--- config.mk ---
export PLATFORM = sky130hd
export DESIGN_NAME = pwm6_concat
export DESIGN_NICKNAME = d
export VERILOG_FILES = /design/src/rtl/pwm6_pkg.sv /design/src/rtl/pwm6_regs.sv /design/src/rtl/pwm6_engine.sv /design/src/rtl/pwm6_concat.sv
export SDC_FILE = /design/constraint.sdc
export NUM_CORES = 1
export LEC_CHECK = 0
export ABC_AREA = 1
export BUFFER_PORTS_ARGS = -buffer_cell sky130_fd_sc_hd__buf_2
export CAP_MARGIN = 40
export CORE_MARGIN = 2
export CORE_UTILIZATION = 55
export DETAILED_ROUTE_END_ITERATION = 7
export PLACE_DENSITY_LB_ADDON = 0.3
export SLEW_MARGIN = 20
export SYNTH_ARGS = -nofsm -noshare
export SYNTH_HDL_FRONTEND = slang
export SYNTH_HIERARCHICAL = 1
export SYNTH_SLANG_ARGS = --single-unit
export TNS_END_PERCENT = 20
--- constraint.sdc ---
create_clock -name clk -period 3 [get_ports clk]
set_input_delay 0 -clock clk [delete_from_list [all_inputs] [get_ports clk]]
set_output_delay 0 -clock clk [all_outputs]
set_load 0.1 [all_outputs]
--- src/rtl/pwm6_pkg.sv ---
package pwm6_pkg;
  localparam int NCH       = 6;
  localparam int NPAIR     = NCH / 2;
  localparam int DW        = 8;
  localparam int AW        = 4;
  localparam int A_CTRL    = 0;
  localparam int A_ALIGN   = 1;
  localparam int PER_BASE  = 2;
  localparam int DUTY_BASE = PER_BASE + NCH;
  localparam int FUSE_LSB  = 4;
endpackage

--- src/rtl/pwm6_regs.sv ---
module pwm6_regs
  import pwm6_pkg::*;
#(
  parameter int N  = NCH,
  parameter int W  = DW,
  parameter int AB = AW
) (
  input  logic                clk,
  input  logic                rst,
  input  logic                wr_en,
  input  logic [AB-1:0]       addr,
  input  logic [W-1:0]        wdata,
  output logic [W-1:0]        rdata,
  output logic [N/2-1:0]      fuse,
  output logic [N-1:0]        align,
  output logic [N-1:0][W-1:0] per,
  output logic [N-1:0][W-1:0] duty
);
  localparam int NP = N / 2;
  localparam logic [W-1:0] FUSE_MASK = W'(((1 << NP) - 1) << FUSE_LSB);

  logic [W-1:0] rd_mux;

  always_ff @(posedge clk) begin
    if (rst) begin
      fuse  <= '0;
      align <= '0;
      per   <= '0;
      duty  <= '0;
    end else if (wr_en) begin
      if (addr == AB'(A_CTRL))  fuse  <= wdata[FUSE_LSB +: NP];
      if (addr == AB'(A_ALIGN)) align <= wdata[N-1:0];
      for (int i = 0; i < N; i++) begin
        if (addr == AB'(PER_BASE + i))  per[i]  <= wdata;
        if (addr == AB'(DUTY_BASE + i)) duty[i] <= wdata;
      end
    end
  end

  always_comb begin
    rd_mux = '0;
    if (addr == AB'(A_CTRL))  rd_mux[FUSE_LSB +: NP] = fuse;
    if (addr == AB'(A_ALIGN)) rd_mux[N-1:0] = align;
    for (int i = 0; i < N; i++) begin
      if (addr == AB'(PER_BASE + i))  rd_mux = per[i];
      if (addr == AB'(DUTY_BASE + i)) rd_mux = duty[i];
    end
  end

  always_ff @(posedge clk) begin
    if (rst) rdata <= '0;
    else     rdata <= rd_mux;
  end

  // unused control bits never show up on the read bus
  p_ctrl_rsv_zero_r2: assert property (@(posedge clk) disable iff (rst)
    ($past(addr) == AB'(A_CTRL)) |-> ((rdata & ~FUSE_MASK) == '0));
endmodule

--- src/rtl/pwm6_engine.sv ---
module pwm6_engine #(
  parameter int W = 8
) (
  input  logic         clk,
  input  logic         rst,
  input  logic         clr,
  input  logic         center,
  input  logic [W-1:0] per_in,
  input  logic [W-1:0] duty_in,
  output logic         pwm_o
);
  logic [W-1:0] cnt, per_act, duty_act;
  logic         down, at_top, load;

  always_comb begin
    at_top = (per_act == '0) || (cnt >= per_act - W'(1));
    load   = center ? (down && cnt == '0) : at_top;
  end

  always_ff @(posedge clk) begin
    if (rst) begin
      cnt      <= '0;
      down     <= 1'b0;
      per_act  <= '0;
      duty_act <= '0;
    end else if (clr) begin
      cnt      <= '0;
      down     <= 1'b0;
      per_act  <= per_in;
      duty_act <= duty_in;
    end else begin
      if (load) begin
        per_act  <= per_in;
        duty_act <= duty_in;
      end
      if (!center) begin
        down <= 1'b0;
        cnt  <= at_top ? '0 : cnt + W'(1);
      end else if (!down) begin
        if (at_top) down <= 1'b1;
        else        cnt  <= cnt + W'(1);
      end else begin
        if (cnt == '0) down <= 1'b0;
        else           cnt  <= cnt - W'(1);
      end
    end
  end

  always_ff @(posedge clk) begin
    if (rst)                      pwm_o <= 1'b0;
    else if (duty_act == '0)      pwm_o <= 1'b0;
    else if (duty_act >= per_act) pwm_o <= 1'b1;
    else                          pwm_o <= (cnt < duty_act);
  end

  // the counter stays inside the active period
  p_cnt_below_period_r3: assert property (@(posedge clk) disable iff (rst)
    (per_act != '0) |-> (cnt < per_act));
  // active values only change at a cycle boundary or restart
  p_hold_between_loads_r7: assert property (@(posedge clk) disable iff (rst)
    (!load && !clr) |=> ($stable(per_act) && $stable(duty_act)));
  // zero duty yields a low output
  p_zero_duty_low_r8: assert property (@(posedge clk) disable iff (rst)
    (duty_act == '0) |=> !pwm_o);
  // a restart puts the counter at 0 on the rising leg
  p_clr_restart_r9: assert property (@(posedge clk) disable iff (rst)
    clr |=> (cnt == '0 && !down));
endmodule

--- src/rtl/pwm6_concat.sv ---
module pwm6_concat
  import pwm6_pkg::*;
(
  input  logic          clk,
  input  logic          rst,
  input  logic          wr_en,
  input  logic [AW-1:0] addr,
  input  logic [DW-1:0] wdata,
  output logic [DW-1:0] rdata,
  output logic [NCH-1:0] pwm_o
);
  logic [NPAIR-1:0]         fuse, fuse_d, restart;
  logic [NCH-1:0]           align;
  logic [NCH-1:0][DW-1:0]   per, duty;

  pwm6_regs #(.N(NCH), .W(DW), .AB(AW)) u_regs (
    .clk(clk), .rst(rst), .wr_en(wr_en), .addr(addr), .wdata(wdata),
    .rdata(rdata), .fuse(fuse), .align(align), .per(per), .duty(duty)
  );

  always_ff @(posedge clk) begin
    if (rst) fuse_d <= '0;
    else     fuse_d <= fuse;
  end
  assign restart = fuse ^ fuse_d;

  for (genvar p = 0; p < NPAIR; p++) begin : g_pair
    localparam int E = 2 * p;
    localparam int O = 2 * p + 1;
    logic ev_raw, od_raw, wide_raw, ev_q, od_q;

    pwm6_engine #(.W(DW)) u_even (
      .clk(clk), .rst(rst), .clr(restart[p]), .center(align[E]),
      .per_in(per[E]), .duty_in(duty[E]), .pwm_o(ev_raw)
    );
    pwm6_engine #(.W(DW)) u_odd (
      .clk(clk), .rst(rst), .clr(restart[p]), .center(align[O]),
      .per_in(per[O]), .duty_in(duty[O]), .pwm_o(od_raw)
    );
    pwm6_engine #(.W(2*DW)) u_wide (
      .clk(clk), .rst(rst), .clr(restart[p]), .center(align[O]),
      .per_in({per[E], per[O]}), .duty_in({duty[E], duty[O]}), .pwm_o(wide_raw)
    );

    always_ff @(posedge clk) begin
      if (rst) begin
        ev_q <= 1'b0;
        od_q <= 1'b0;
      end else begin
        ev_q <= fuse[p] ? 1'b0 : ev_raw;
        od_q <= fuse[p] ? wide_raw : od_raw;
      end
    end
    assign pwm_o[E] = ev_q;
    assign pwm_o[O] = od_q;

    // the even pin of a fused pair is held low
    p_even_held_low_r5: assert property (@(posedge clk) disable iff (rst)
      $past(fuse[p]) |-> !pwm_o[E]);
  end
endmodule

==> summary.txt <==
Logic synthesis
  • Synthesized flop and latch total: around 430
  • Synthesized netlist net count: roughly 5,100
  • Synth warn: 6
  • Combined area of all synthesized cells: 31,800 um^2
  • Mean post-synth cell area: between 6 and 7 um^2
  • Fraction of registers with async set/reset: 0%
  • Sequential cell area fraction in the yosys report: about 27%
  • EDFF count, synth: 0
  • Top_reg_cell synth: sky130_fd_sc_hd__dfxtp_1
  • Yosys cell types: 40
  • Synth Instances: 4,755

Setup path
  • CP Launch Type: register
  • CP Class: register to register
  • Arrival time worst endpoint: 3550 ps
  • Cells traversed along the worst timing path: inv_4 -> buf_4 -> ha_2 -> nand2_2 -> nor3_4 -> nand4_1 -> nor2_1 -> nand3_1 -> xor2_1 -> inv_1 -> ha_4 -> nand2_2 -> nor3_2 -> nand2_2 -> nand2_8 -> nand2_8 -> buf_4 -> a21oi_1 -> nor2_1
  • Reg2reg path depth: 19
  • Required time at the endpoint of the critical path: 3490 ps
  • Critical path capture point type: register
  • Critical path fanouts, max: 8
  • Cell with the largest stage delay on the worst path: sky130_fd_sc_hd__dfxtp_2
  • Most common cell type on the critical path: sky130_fd_sc_hd__nand2_2
  • Worst stage delay on the critical path: 330 ps

Power
  • Leakage power of the design: 17.1 nW
  • Maximum ir drop on the vdd rail: approximately 0.00052 V
  • PwrDens: around 850 nW/um^2

Floorplanning
  • Total I/O pin count: 29
  • Placeable core region: 57,500 um^2
  • Die area: 59,800 um^2
  • Initial core utilization: 55.4%
  • Width of the die: 245 um
  • Chip height: approximately 240 um
  • Site row count: 88

STA
  • Setup_tns: -368 ps
  • F_max: 327 MHz
  • Final max-slew violation count: 0
  • RSZ-0062 raised after global routing: true
  • Final Hold Violating Endpoints: 0
  • Worst slew slack as a fraction of its limit: 43.9%
  • Worst setup slack after layout: -59.4 ps
  • Minimum clock period after layout: around 3100 ps
  • Final clock skew: 29.9 ps
  • Fin crit share: 102%
  • Final setup violation count: 24
  • Measured slew at the worst slew-check pin: between 800 and 900 ps

Clocking
  • Clock sink total: about 430
  • Master cell of the clock root buffer: sky130_fd_sc_hd__clkbuf_16
  • Clock edge transition at the registers on the reported setup and hold paths: about 60 ps
  • Number of buffers inserted during clock tree synthesis: 50
  • Longest Clk Path Bufs: 3
  • TritonCTS clock tree: done
  • Maximum level of the CTS H-tree: 2
  • Clock latency on the worst-skew pair: between 600 and 700 ps

GRT
  • Overall global routing resource usage: between 20% and 30%
  • Via count of the first global-routing pass: 27,969
  • Largest net degree at the start of global routing: 61
  • Global-route wire length before repair: 142 mm
  • Global route overflow: 0
  • Number of antenna violations at the first check in global routing: 2

Final layout
  • Area Growth Syn to Fin: 12.2%
  • Area of the multi-input gates: roughly 21,000 um^2
  • Fraction of final layout cells with drive strength greater than 1: 12.6%
  • Layout fillers: 5,261
  • Most frequent cells in the layout: 1,149 x sky130_fd_sc_hd__nand2_1, 532 x sky130_fd_sc_hd__nor2_1, 501 x sky130_fd_sc_hd__inv_1
  • Final-stage net count: 5,157
  • Register area: 8580 um^2
  • Fraction of the core area covered by cells at the end of the flow: 62.1%
  • Most common library cell in the layout ignoring fill and taps: sky130_fd_sc_hd__nand2_1

Detailed routing
  • Average routed wire per standard cell: 15.9 um
  • Iteration-0 DRC Markers: 2,962
  • Remaining routing DRC violations: 0
  • Vias per inst: 5.55
  • Number of routed nets with antenna violations: 0
  • Iteration count of the initial detailed-routing pass: 8
  • Vias: 31,275
  • DRT Wirelength: 89.7 mm

Status
  • Failing checks: setup timing
  • Run status: complete, but fails checks

Placed design
  • IO buf count: 28
  • Weighted congestion at the end of routability-driven global placement: between 0.9 and 1
  • Post-DP HPWL: roughly 63 mm

Flow run
  • Max-cap violation count: 0

Min path
  • Hold/Removal Path Class: primary input to register
  • Cell depth of the worst hold path: 3
==> cell families after synthesis <==
group | share of synthesized area (%)
simple gates | 35.5
buf+inv | 10.6
xor+xnor | 3.66
flops | 26.9
compound gates | 10.9
fa+ha+maj | 12.5
==> power breakdown <==
| part | internal (W) | switching, W | total (W) |
|---|---|---|---|
| clock network | 0.00392 | 0.00265 | 0.00657 |
| logic | 0.00658 | 0.00972 | 0.0163 |
| registers | 0.00665 | 0.000752 | 0.00740 |
==> path summary, 6_finish.rpt <==
check	slack [ps]	start	endpoint
min	320	rst	fuse_d[2]
max	-60	g_pair[0].u_wide/per_act[1]	g_pair[0].u_wide/cnt[13]
min reg2reg	420	g_pair[1].u_odd/pwm_o	g_pair[1].od_q
max reg2reg	-60	g_pair[0].u_wide/per_act[1]	g_pair[0].u_wide/cnt[13]
==> through the flow <==
stage          setup WS [ps]  cell area, um^2  power (W)  hold slack, ps  cells
5_1_grt                 -221            35700     0.0329             329   5629
4_1_cts                 6.21            34700     0.0293             297   5606
6_report               -59.4            35700     0.0303             323   5631
3_5_place_dp           -56.2            32700     0.0226             352   5493
3_3_place_gp            22.2            32700     0.0222             349   5493
2_1_floorplan            144            31800     0.0196             179   4755
==> layer usage <==
metal / vias to the layer above / share of wire [%] / global-route usage, %
met3: 211 / 7.0 / 3.30
li1: 15615 / - / -
met2: 1089 / 46 / 47.1
met5: - / 0.023 / 0
met4: 4 / 2.8 / 8.21
met1: 14356 / 44 / 39.0
==> synth_stat cells (26+ instances only) <==
master	n	area [um^2]
sky130_fd_sc_hd__a21oi_1	504	2520
sky130_fd_sc_hd__buf_2	49	245
sky130_fd_sc_hd__buf_6	54	608
sky130_fd_sc_hd__clkbuf_1	41	154
sky130_fd_sc_hd__dfxtp_1	428	8570
sky130_fd_sc_hd__ha_1	318	3980
sky130_fd_sc_hd__inv_1	507	1900
sky130_fd_sc_hd__inv_2	43	161
sky130_fd_sc_hd__nand2_1	1172	4400
sky130_fd_sc_hd__nand2_2	38	238
sky130_fd_sc_hd__nand3_1	367	1840
sky130_fd_sc_hd__nand3_2	92	921
sky130_fd_sc_hd__nand4_1	109	682
sky130_fd_sc_hd__nor2_1	541	2030
sky130_fd_sc_hd__nor2_4	26	293
sky130_fd_sc_hd__nor3_1	48	240
sky130_fd_sc_hd__o21ai_0	149	746
sky130_fd_sc_hd__xor2_1	122	1070
==> final cells by class <==
class                      instances  area share [%]
antenna                            2          0.0140
clock buffer                      63            3.81
clock inverter                    29            1.10
inverter                         558            5.90
multi-input combinational       3602            57.5
sequential                       428            24.0
tap                              765            2.68
timing repair buffer             184            4.95
==> what timing repair did <==
item	4_1_cts	5_1_grt
setup buffers	0	7
cloned	1	14
resized for setup	4	151
hold buffers	20	0
endpoints found under the setup margin	51	160
pin swaps	0	83
endpoints found under the hold margin	108	0
==> critical path: cells and delay by family (launching register included) <==
kind	cells	cell delay, ps
flip-flops	1	330
buffers and inverters	4	460
AO/OA/AOI/OAI	1	210
XOR/XNOR	1	150
AND/OR/NAND/NOR	11	1360
adder cells (fa/ha/maj)	2	430
==> registers in the layout, summed over array words and instances, names as in the netlist, 6 cells and up <==
name                    flops
g_pair.u_odd/per_act       24
g_pair.u_wide/cnt          48
g_pair.u_wide/duty_act     48
g_pair.u_wide/per_act      48
g_pair.u_odd/duty_act      24
u_regs/align                6
g_pair.u_odd/cnt           24
u_regs/per                 48
g_pair.u_even/duty_act     24
u_regs/rdata                8
u_regs/duty                48
g_pair.u_even/cnt          24
g_pair.u_even/per_act      24
Power figures use the tool's default switching activity.
